## config.mk

```make
export PLATFORM = sky130hd
export DESIGN_NAME = irq_req_reg
export DESIGN_NICKNAME = d
export VERILOG_FILES = /design/src/rtl/irq_req_pkg.sv /design/src/rtl/irq_wrap_detect.sv /design/src/rtl/irq_event_decode.sv /design/src/rtl/irq_flag_bank.sv /design/src/rtl/irq_req_reg.sv
export SDC_FILE = /design/constraint.sdc
export NUM_CORES = 1
export LEC_CHECK = 0
export BUFFER_PORTS_ARGS = -buffer_cell sky130_fd_sc_hd__buf_4
export CORE_MARGIN = 2
export CORE_UTILIZATION = 45
export CTS_CLUSTER_DIAMETER = 100
export DETAILED_ROUTE_END_ITERATION = 10
export HOLD_SLACK_MARGIN = 0.02
export PLACE_DENSITY = 0.82
export RECOVER_POWER = 25
export SYNTH_ARGS = -nofsm -noshare
export SYNTH_HDL_FRONTEND = slang
export SYNTH_SLANG_ARGS = --single-unit
export TNS_END_PERCENT = 100
```

## constraint.sdc

```tcl
create_clock -name clk -period 3.88 [get_ports clk]
set_input_delay 0 -clock clk [delete_from_list [all_inputs] [get_ports clk]]
set_output_delay 0 -clock clk [all_outputs]
set_load 0.01 [all_outputs]
```

## src/rtl/irq_req_pkg.sv

```systemverilog
package irq_req_pkg;

  localparam int REG_W    = 8;

  // Bit positions software decodes
  localparam int BIT_TMRB = 0;
  localparam int BIT_TMRC = 1;
  localparam int BIT_TFL  = 3;
  localparam int BIT_TFH  = 4;
  localparam int BIT_ADC  = 6;
  localparam int BIT_XFER = 7;

  typedef logic [REG_W-1:0] flag_vec_t;

  typedef enum logic [1:0] {
    WRAP_UP   = 2'd0,
    WRAP_DOWN = 2'd1,
    WRAP_BOTH = 2'd2
  } wrap_kind_e;

  // Which bits hold a real flag for a given build
  function automatic flag_vec_t impl_mask(input bit has_tmr_c);
    flag_vec_t m;
    m = '0;
    m[BIT_TMRB] = 1'b1;
    m[BIT_TMRC] = has_tmr_c;
    m[BIT_TFL]  = 1'b1;
    m[BIT_TFH]  = 1'b1;
    m[BIT_ADC]  = 1'b1;
    m[BIT_XFER] = 1'b1;
    return m;
  endfunction

endpackage

```

## src/rtl/irq_wrap_detect.sv

```systemverilog
module irq_wrap_detect
  import irq_req_pkg::*;
#(
  parameter int         CNT_W = 8,
  parameter wrap_kind_e KIND  = WRAP_UP
) (
  input  logic             clk,
  input  logic             rst,
  input  logic [CNT_W-1:0] count,
  output logic             wrap
);

  localparam logic [CNT_W-1:0] CNT_TOP = '1;
  localparam logic [CNT_W-1:0] CNT_BOT = '0;

  logic [CNT_W-1:0] prev_q;
  logic             seen_q;
  logic             up_hit;
  logic             down_hit;

  always_ff @(posedge clk) begin
    if (rst) begin
      prev_q <= '0;
      seen_q <= 1'b0;
    end else begin
      prev_q <= count;
      seen_q <= 1'b1;
    end
  end

  assign up_hit   = seen_q && (prev_q == CNT_TOP) && (count == CNT_BOT);
  assign down_hit = seen_q && (prev_q == CNT_BOT) && (count == CNT_TOP);

  generate
    if (KIND == WRAP_UP) begin : g_up
      assign wrap = up_hit;
    end else if (KIND == WRAP_DOWN) begin : g_down
      assign wrap = down_hit;
    end else begin : g_both
      assign wrap = up_hit | down_hit;
    end
  endgenerate

endmodule

```

## src/rtl/irq_event_decode.sv

```systemverilog
module irq_event_decode
  import irq_req_pkg::*;
#(
  parameter int        CNT_W = 8,
  parameter flag_vec_t IMPL  = '1
) (
  input  logic             clk,
  input  logic             rst,
  input  logic [CNT_W-1:0] tmrb_count,
  input  logic [CNT_W-1:0] tmrc_count,
  input  logic             tmrf_wide_mode,
  input  logic             tmrf_lo_match,
  input  logic             tmrf_hi_match,
  input  logic             tmrf_word_match,
  input  logic             adc_busy,
  input  logic             sleep_req,
  input  logic             xfer_enable,
  input  logic             xfer_done,
  output flag_vec_t        set_vec
);

  logic      b_wrap;
  logic      c_wrap;
  logic      busy_q;
  flag_vec_t raw;

  irq_wrap_detect #(.CNT_W(CNT_W), .KIND(WRAP_UP)) u_wrap_b (
    .clk   (clk),
    .rst   (rst),
    .count (tmrb_count),
    .wrap  (b_wrap)
  );

  irq_wrap_detect #(.CNT_W(CNT_W), .KIND(WRAP_BOTH)) u_wrap_c (
    .clk   (clk),
    .rst   (rst),
    .count (tmrc_count),
    .wrap  (c_wrap)
  );

  always_ff @(posedge clk) begin
    if (rst) busy_q <= 1'b0;
    else     busy_q <= adc_busy;
  end

  always_comb begin
    raw           = '0;
    raw[BIT_TMRB] = b_wrap;
    raw[BIT_TMRC] = c_wrap;
    raw[BIT_TFL]  = !tmrf_wide_mode && tmrf_lo_match;
    raw[BIT_TFH]  = tmrf_wide_mode ? tmrf_word_match : tmrf_hi_match;
    raw[BIT_ADC]  = busy_q && !adc_busy;
    raw[BIT_XFER] = sleep_req && xfer_enable && xfer_done;
  end

  assign set_vec = raw & IMPL;

endmodule

```

## src/rtl/irq_flag_bank.sv

```systemverilog
module irq_flag_bank
  import irq_req_pkg::*;
#(
  parameter flag_vec_t IMPL = '1
) (
  input  logic      clk,
  input  logic      rst,
  input  logic      wr_strobe,
  input  flag_vec_t wdata,
  input  flag_vec_t set_vec,
  output flag_vec_t flags
);

  flag_vec_t clr_vec;
  flag_vec_t nxt;

  always_comb begin
    clr_vec = wr_strobe ? ~wdata : '0;
    // a set in the same cycle beats a clear
    nxt     = IMPL & (set_vec | (flags & ~clr_vec));
  end

  always_ff @(posedge clk) begin
    if (rst) flags <= '0;
    else     flags <= nxt;
  end

endmodule

```

## src/rtl/irq_req_reg.sv

```systemverilog
module irq_req_reg
  import irq_req_pkg::*;
#(
  parameter int CNT_W     = 8,
  parameter bit HAS_TMR_C = 1'b1
) (
  input  logic             clk,
  input  logic             rst,
  input  logic             bus_sel,
  input  logic             bus_wr,
  input  logic [7:0]       bus_wdata,
  output logic [7:0]       bus_rdata,
  input  logic [CNT_W-1:0] tmrb_count,
  input  logic [CNT_W-1:0] tmrc_count,
  input  logic             tmrf_wide_mode,
  input  logic             tmrf_lo_match,
  input  logic             tmrf_hi_match,
  input  logic             tmrf_word_match,
  input  logic             adc_busy,
  input  logic             sleep_req,
  input  logic             xfer_enable,
  input  logic             xfer_done,
  output logic [7:0]       irq_lvl
);

  localparam flag_vec_t IMPL = impl_mask(HAS_TMR_C);

  flag_vec_t set_vec;
  flag_vec_t flag_q;
  logic      wr_strobe;

  assign wr_strobe = bus_sel && bus_wr;

  irq_event_decode #(.CNT_W(CNT_W), .IMPL(IMPL)) u_decode (
    .clk             (clk),
    .rst             (rst),
    .tmrb_count      (tmrb_count),
    .tmrc_count      (tmrc_count),
    .tmrf_wide_mode  (tmrf_wide_mode),
    .tmrf_lo_match   (tmrf_lo_match),
    .tmrf_hi_match   (tmrf_hi_match),
    .tmrf_word_match (tmrf_word_match),
    .adc_busy        (adc_busy),
    .sleep_req       (sleep_req),
    .xfer_enable     (xfer_enable),
    .xfer_done       (xfer_done),
    .set_vec         (set_vec)
  );

  irq_flag_bank #(.IMPL(IMPL)) u_bank (
    .clk       (clk),
    .rst       (rst),
    .wr_strobe (wr_strobe),
    .wdata     (bus_wdata),
    .set_vec   (set_vec),
    .flags     (flag_q)
  );

  assign bus_rdata = flag_q;
  assign irq_lvl   = flag_q;

endmodule

```

## Yosys cells after proc, flatten, opt, wreduce, memory -nomap -nowiden

Index checks and enable logic that the tools add are counted.

| word-level totals | value |
|---|---|
| bits in read-only memories | 0 |
| output and inout port bits | 16 |
| bits of input ports | 36 |
| logic and storage cells | 33 |
| register bits after elaboration | 26 |
| memories kept | 0 |
| bits in latches | 0 |
| bits in writable memories | 0 |

| cells by class | value |
|---|---|
| add/sub/neg operators | 0 |
| multiplexer cells | 3 |
| order comparisons | 0 |
| equality and inequality tests | 3 |
| divide/modulo/power cells | 0 |
| bitwise logic cells | 5 |
| shifts and indexed selects | 0 |
| $mul | 0 |
| reduce and logical (&&, ||, !) cells | 16 |

Operators by type and width:

| cell | number |
|---|---|
| == test 8 bit (second input constant) | 3 |
| logical NOT 8 bit | 3 |
| inverter 8 bit | 2 |
| logical AND 1 bit | 11 |
| bitwise AND 8 bit | 1 |
| two-way mux 8 bit | 1 |
| bitwise OR 8 bit | 1 |
| logical NOT 1 bit | 2 |
| two-way mux 1 bit | 2 |
| bitwise OR 1 bit | 1 |

## Logic depth before layout (Yosys ltp)

| depth | value |
|---|---|
| depth after elaboration | 5 |
| gate-level depth with buffers | 4 |
| depth with buffers taken out | 4 |

## Modules after synthesis

From an unflattened synthesis, not the netlist that was laid out.

| second synthesis, totals | value |
|---|---|
| cell total of the unflattened synthesis | 104 |
| area total of the unflattened synthesis | 1,076.0 um^2 |

By module, submodules not included:

| module | times used | cells each | sequential area each (um^2) | area an instance (um^2) |
|---|---|---|---|---|
| irq_wrap_detect at u_decode.u_wrap_c | 1 | 32 | 180.2 | 327.8 |
| irq_flag_bank | 1 | 27 | 120.1 | 296.5 |
| irq_wrap_detect at u_decode.u_wrap_b | 1 | 25 | 180.2 | 289.0 |
| irq_event_decode | 1 | 11 | 20.0 | 96.3 |
| irq_req_reg | 1 | 9 | 0.0 | 66.3 |

## Least setup slack after synthesis

OpenSTA, ideal clock, no wires.

| timing | value |
|---|---|
| path type | flip-flop to flip-flop |
| start | register u_decode.u_wrap_c.prev_q[1] |
| end | register u_bank.flags[1] |
| data required time | 3.810 ns |
| clock period less this slack | 1.288 ns |
| setup slack | 2.592 ns |
| buffers on the path | 0 |
| setup time | 0.070 ns |
| stages on the path, launching flop included | 5 |
| data arrival time | 1.218 ns |
| cells stage by stage | dfxtp_1 or4_1 nor4_2 o21ai_1 a21oi_1 |

| on the way | value |
|---|---|
| word-level cells in the longest chain between the ends | 5 |
| elaborated cells on any way between the ends | 8 |
| those cells by class | eq/ne: 1; bitwise: 2; reduce/logical: 5 |

Ends and longest elaborated chain:

| item | line | source |
|---|---|---|
| start: declaration | irq_wrap_detect.sv:16 | `logic [CNT_W-1:0] prev_q;` |
| start signal: assignment | irq_wrap_detect.sv:26 | `prev_q <= count;` |
| == test 8 bit or logical NOT 8 bit (tied branches) | irq_wrap_detect.sv:31, irq_wrap_detect.sv:32 |  |
| logical AND 1 bit (on tied branches) (2 in series) | irq_wrap_detect.sv:31, irq_wrap_detect.sv:32 |  |
| bitwise OR 1 bit (*) | irq_wrap_detect.sv:40 | `assign wrap = up_hit \| down_hit;` |
| bitwise OR 8 bit (*) | irq_flag_bank.sv:20 | `nxt = IMPL & (set_vec \| (flags & ~clr_vec));` |
| end signal: assignment | irq_flag_bank.sv:25 | `else flags <= nxt;` |
| end: declaration | irq_flag_bank.sv:11 | `output flag_vec_t flags` |

Mark *: on every way between the ends. The rest lies on a longest branch, timed or not.
A chain may end at the register's enable or synchronous reset.

## Worst setup path after layout

| timing | value |
|---|---|
| start | input tmrf_hi_match |
| end | register u_bank.flags[4] |

| on the way | value |
|---|---|
| word-level cells in the longest chain between the ends | 2 |

Ends and longest elaborated chain:

| item | line | source |
|---|---|---|
| start: declaration | irq_req_reg.sv:17 | `input logic tmrf_hi_match,` |
| two-way mux 1 bit | irq_event_decode.sv:51 | `raw[BIT_TFH] = tmrf_wide_mode ? tmrf_word_match : tmrf_hi_match;` |
| bitwise OR 8 bit | irq_flag_bank.sv:20 |  |

No other way between the ends.

==> summary.md <==
| Metric | Value |
|---|---|
| Flops & latches, synth | 24 |
| Leak | 0.6500 nW |
| Max_cap viols | 0 |
| Worst VDD drop | 0.2122 mV |
| Pwr Total | 448.0 uW |
| Clock latency on the worst-skew pair | 0.30 ns |
| Grt ovf | 0 |
| Outcome | finished clean |
| Final period util | 0.4726 |
| WL/cell | 12.59 um |
| Overall routing resource usage | 0.2175 |
| PortBufs | 45 |
| First-pass GRT wire length | 3898 um |
| Synth area leader | dfxtp_1 |
| Worst-path clk slew | 0.11 ns |
| Max_slew headroom | 0.3438 |
| Worst r2r src | u_decode.u_wrap_c.prev_q[1] |
| Final hold vios | 0 |
| Syn Inst Count | 90 |
| Routed wl met3 | 110 um |
| Mapped cell area | 892.1 um2 |
| Num CTS Buffers | 3 |
| Top cell type's share of synthesized area | 0.5386 |
| Worst hold start | bus_wr |
| Sw Share | 0.2166 |
| Comb power frac | 0.188 |
| Startpoint Class | input port |
| FF-to-FF End | u_bank.flags[1] |
| Total Wirelength | 2342 um |
| Met2 Wirelength | 1264 um |
| Tmin final | 1.834 ns |
| Met1 wire length | 939 um |
| Postcts setup bufs | 0 |
| CTS max path bufs | 2 |
| Seq pwr share | 0.590 |
| Floorplan Core Area | 1922 um2 |
| DRT antenna net count | 0 |
| Antenna cell count | 0 |
| Yosys warnings | 0 |
| DP Wirelength | 1346 um |
| Max FO, Critical Path | 1 |
| Hold Path Class | in2reg |
| Area contributors post-synth | dfxtp_1, nor2b_1, buf_4 |
| Initial Utilization | 0.4642 |
| Initial DRC count | 18 |
| Antenna violations before repair | 0 |
| Top Metal Used | met4 |
| CP Data Required Time | 4.07 ns |
| Residual DRC | 0 |
| CTS tree | yes |
| Die Ht | 48.53 um |
| Netlist cell types | 19 |
| Worst hold endpoint | u_bank.flags[6] |
| Nets | 197 |
| Synth top cells by count | dfxtp_1, nor2b_1, buf_4, a21oi_1, o21ai_0 |
| Cell row count | 16 |
| Vias per cell | 4.661 |
| Placer Congestion | 0.7949 |
| H-tree lvl count | 1 |
| Clock Sinks | 24 |
| Fraction of layout cells with a size suffix above 1 | 0.3082 |
| Pins Over Slew Limit | 0 |
| TNS Setup | 0 ns |
| # setup viols final | 0 |
| Data arrival, critical path | 2.03 ns |
| Critical path type | in2reg |
| PostCTS Resize Cnt | 0 |
| Reg2Reg Depth | 4 |
| Syn Area/Cell | 9.912 um2 |
| Async SR Flop Fraction | 0 |
| Vias in the first global route | 910 |
| Synth-to-layout area growth | 69.00% |
| Pin count of the biggest net entering global routing | 25 |
| R2R setup slack | 2.50 ns |
| Worst-Margin Slew | 0.9843 ns |
| FMAX | 545.3 MHz |
| RSZ-0062 raised after global routing | false |
| Pwr Density | 297.1 nW/um2 |
| TritonRoute pass-1 iters | 4 |
| Hold path cells | 4 |
| Die W | 48.53 um |
| Full die area | 2355 um2 |
| Main synth FF type | dfxtp_1 |
| Worst setup EP type | register |
| Worst Skew | 0.001812 ns |
| Seq/Total Area, Yosys | 0.5386 |
| Sw Pwr | 97.05 uW |
| Clock share of power | 0.222 |
| Top-count cell post-synth | dfxtp_1 |
| Post-synth EDFFs | 0 |
| Root buffer cell | clkbuf_4 |
| Vias | 867 |
| Internal | 351.0 uW |
| I/O pin total | 52 |
==> power groups by stage <==
stage                     Combinational, mW  Clock, mW  Sequential [mW]
after global placement               0.0569          0            0.269
after floorplan                      0.0259          0            0.270
after CTS                            0.0829      0.104            0.264
final                                0.0841     0.0996            0.264
after global routing                 0.0911      0.115            0.265
after detailed placement             0.0581          0            0.270
==> state kept, by name (all words and copies together) (netlist names) <==
register                  flops
u_bank.flags                  6
u_decode.u_wrap_b.prev_q      8
u_decode.busy_q               1
u_decode.u_wrap_b.seen_q      1
u_decode.u_wrap_c.prev_q      8
==> what timing repair did <==
item                                    4_1_cts  5_1_grt
hold endpoints to repair                     24        0
endpoints found under the setup margin        0        0
hold buffers                                 30        0
==> routing by layer <==
layer,up-vias,global-route usage
li1,436,-
met1,386,0.2259
met2,43,0.4167
met3,2,0.04938
met4,0,0.09048
met5,-,0
==> stage by stage <==
step / util / area [um2] / hold slack [ns] / setup WS [ns] / instances
2_1_floorplan: - / 903.4 / 0.07161 / 2.592 / 93
3_3_place_gp: 0.6185 / 1189 / 0.2219 / 2.553 / 153
3_5_place_dp: 0.6185 / 1189 / 0.2249 / 2.533 / 153
4_1_cts: 0.7865 / 1511 / 0.1451 / 2.139 / 186
5_1_grt: 0.7845 / 1508 / 0.1710 / 1.978 / 186
6_report: 0.7845 / 1508 / 0.1586 / 2.046 / 186
==> layout by cell type, fill, tap and decap left out <==
master         instances
nand2b_1               2
nor4_1                 2
a21oi_1                6
o21ai_1                1
nand4b_1               1
buf_4                 44
nor4_2                 1
dlygate4sd3_1         30
nand2_1                3
nor3_1                 1
clkbuf_1               1
nor2b_1               17
or4_1                  5
dfxtp_1               24
o21ai_0                6
clkbuf_4               3
mux2i_1                1
nand4_1                5
conb_1                 4
inv_2                  1
nand3_1                1
==> critical path, stage by stage <==
cell	delay, ns
dlygate4sd3_1	0.56
buf_4	0.14
mux2i_1	0.11
dlygate4sd3_1	0.56
a21oi_1	0.06
dlygate4sd3_1	0.60
==> cell type report <==
cell class / count / area (um2)
Multi-Input combinational cell: 56 / 332.8
Sequential cell: 24 / 480.5
Inverter: 1 / 3.754
Fill cell: 136 / 414.1
Timing Repair Buffer: 75 / 634.4
Clock buffer: 3 / 22.52
Tap cell: 27 / 33.78
==> cell families (layout without fill, tap and decap cells) <==
group	Yosys count	after routing	share of synthesized area
other	1	4	0.004204
multiplexers	1	1	0.01122
AO/OA/AOI/OAI	13	13	0.07293
buffers and inverters	13	79	0.1010
AND/OR/NAND/NOR	38	38	0.2721
flip-flops	24	24	0.5386
==> how the worst max path moves through the flow <==
stage	depth (start not counted)	end	start	slack, ns
floorplan	4	u_bank.flags[1]	u_decode.u_wrap_c.prev_q[1]	2.59
finish	6	u_bank.flags[4]	tmrf_hi_match	2.05
global route	4	u_bank.flags[4]	rst	1.98
detailed placement	4	u_bank.flags[1]	u_decode.u_wrap_c.prev_q[1]	2.53
CTS	6	u_bank.flags[4]	tmrf_hi_match	2.14
global placement	4	u_bank.flags[1]	u_decode.u_wrap_c.prev_q[1]	2.55
No activity file was read; power rests on OpenSTA's default activity.
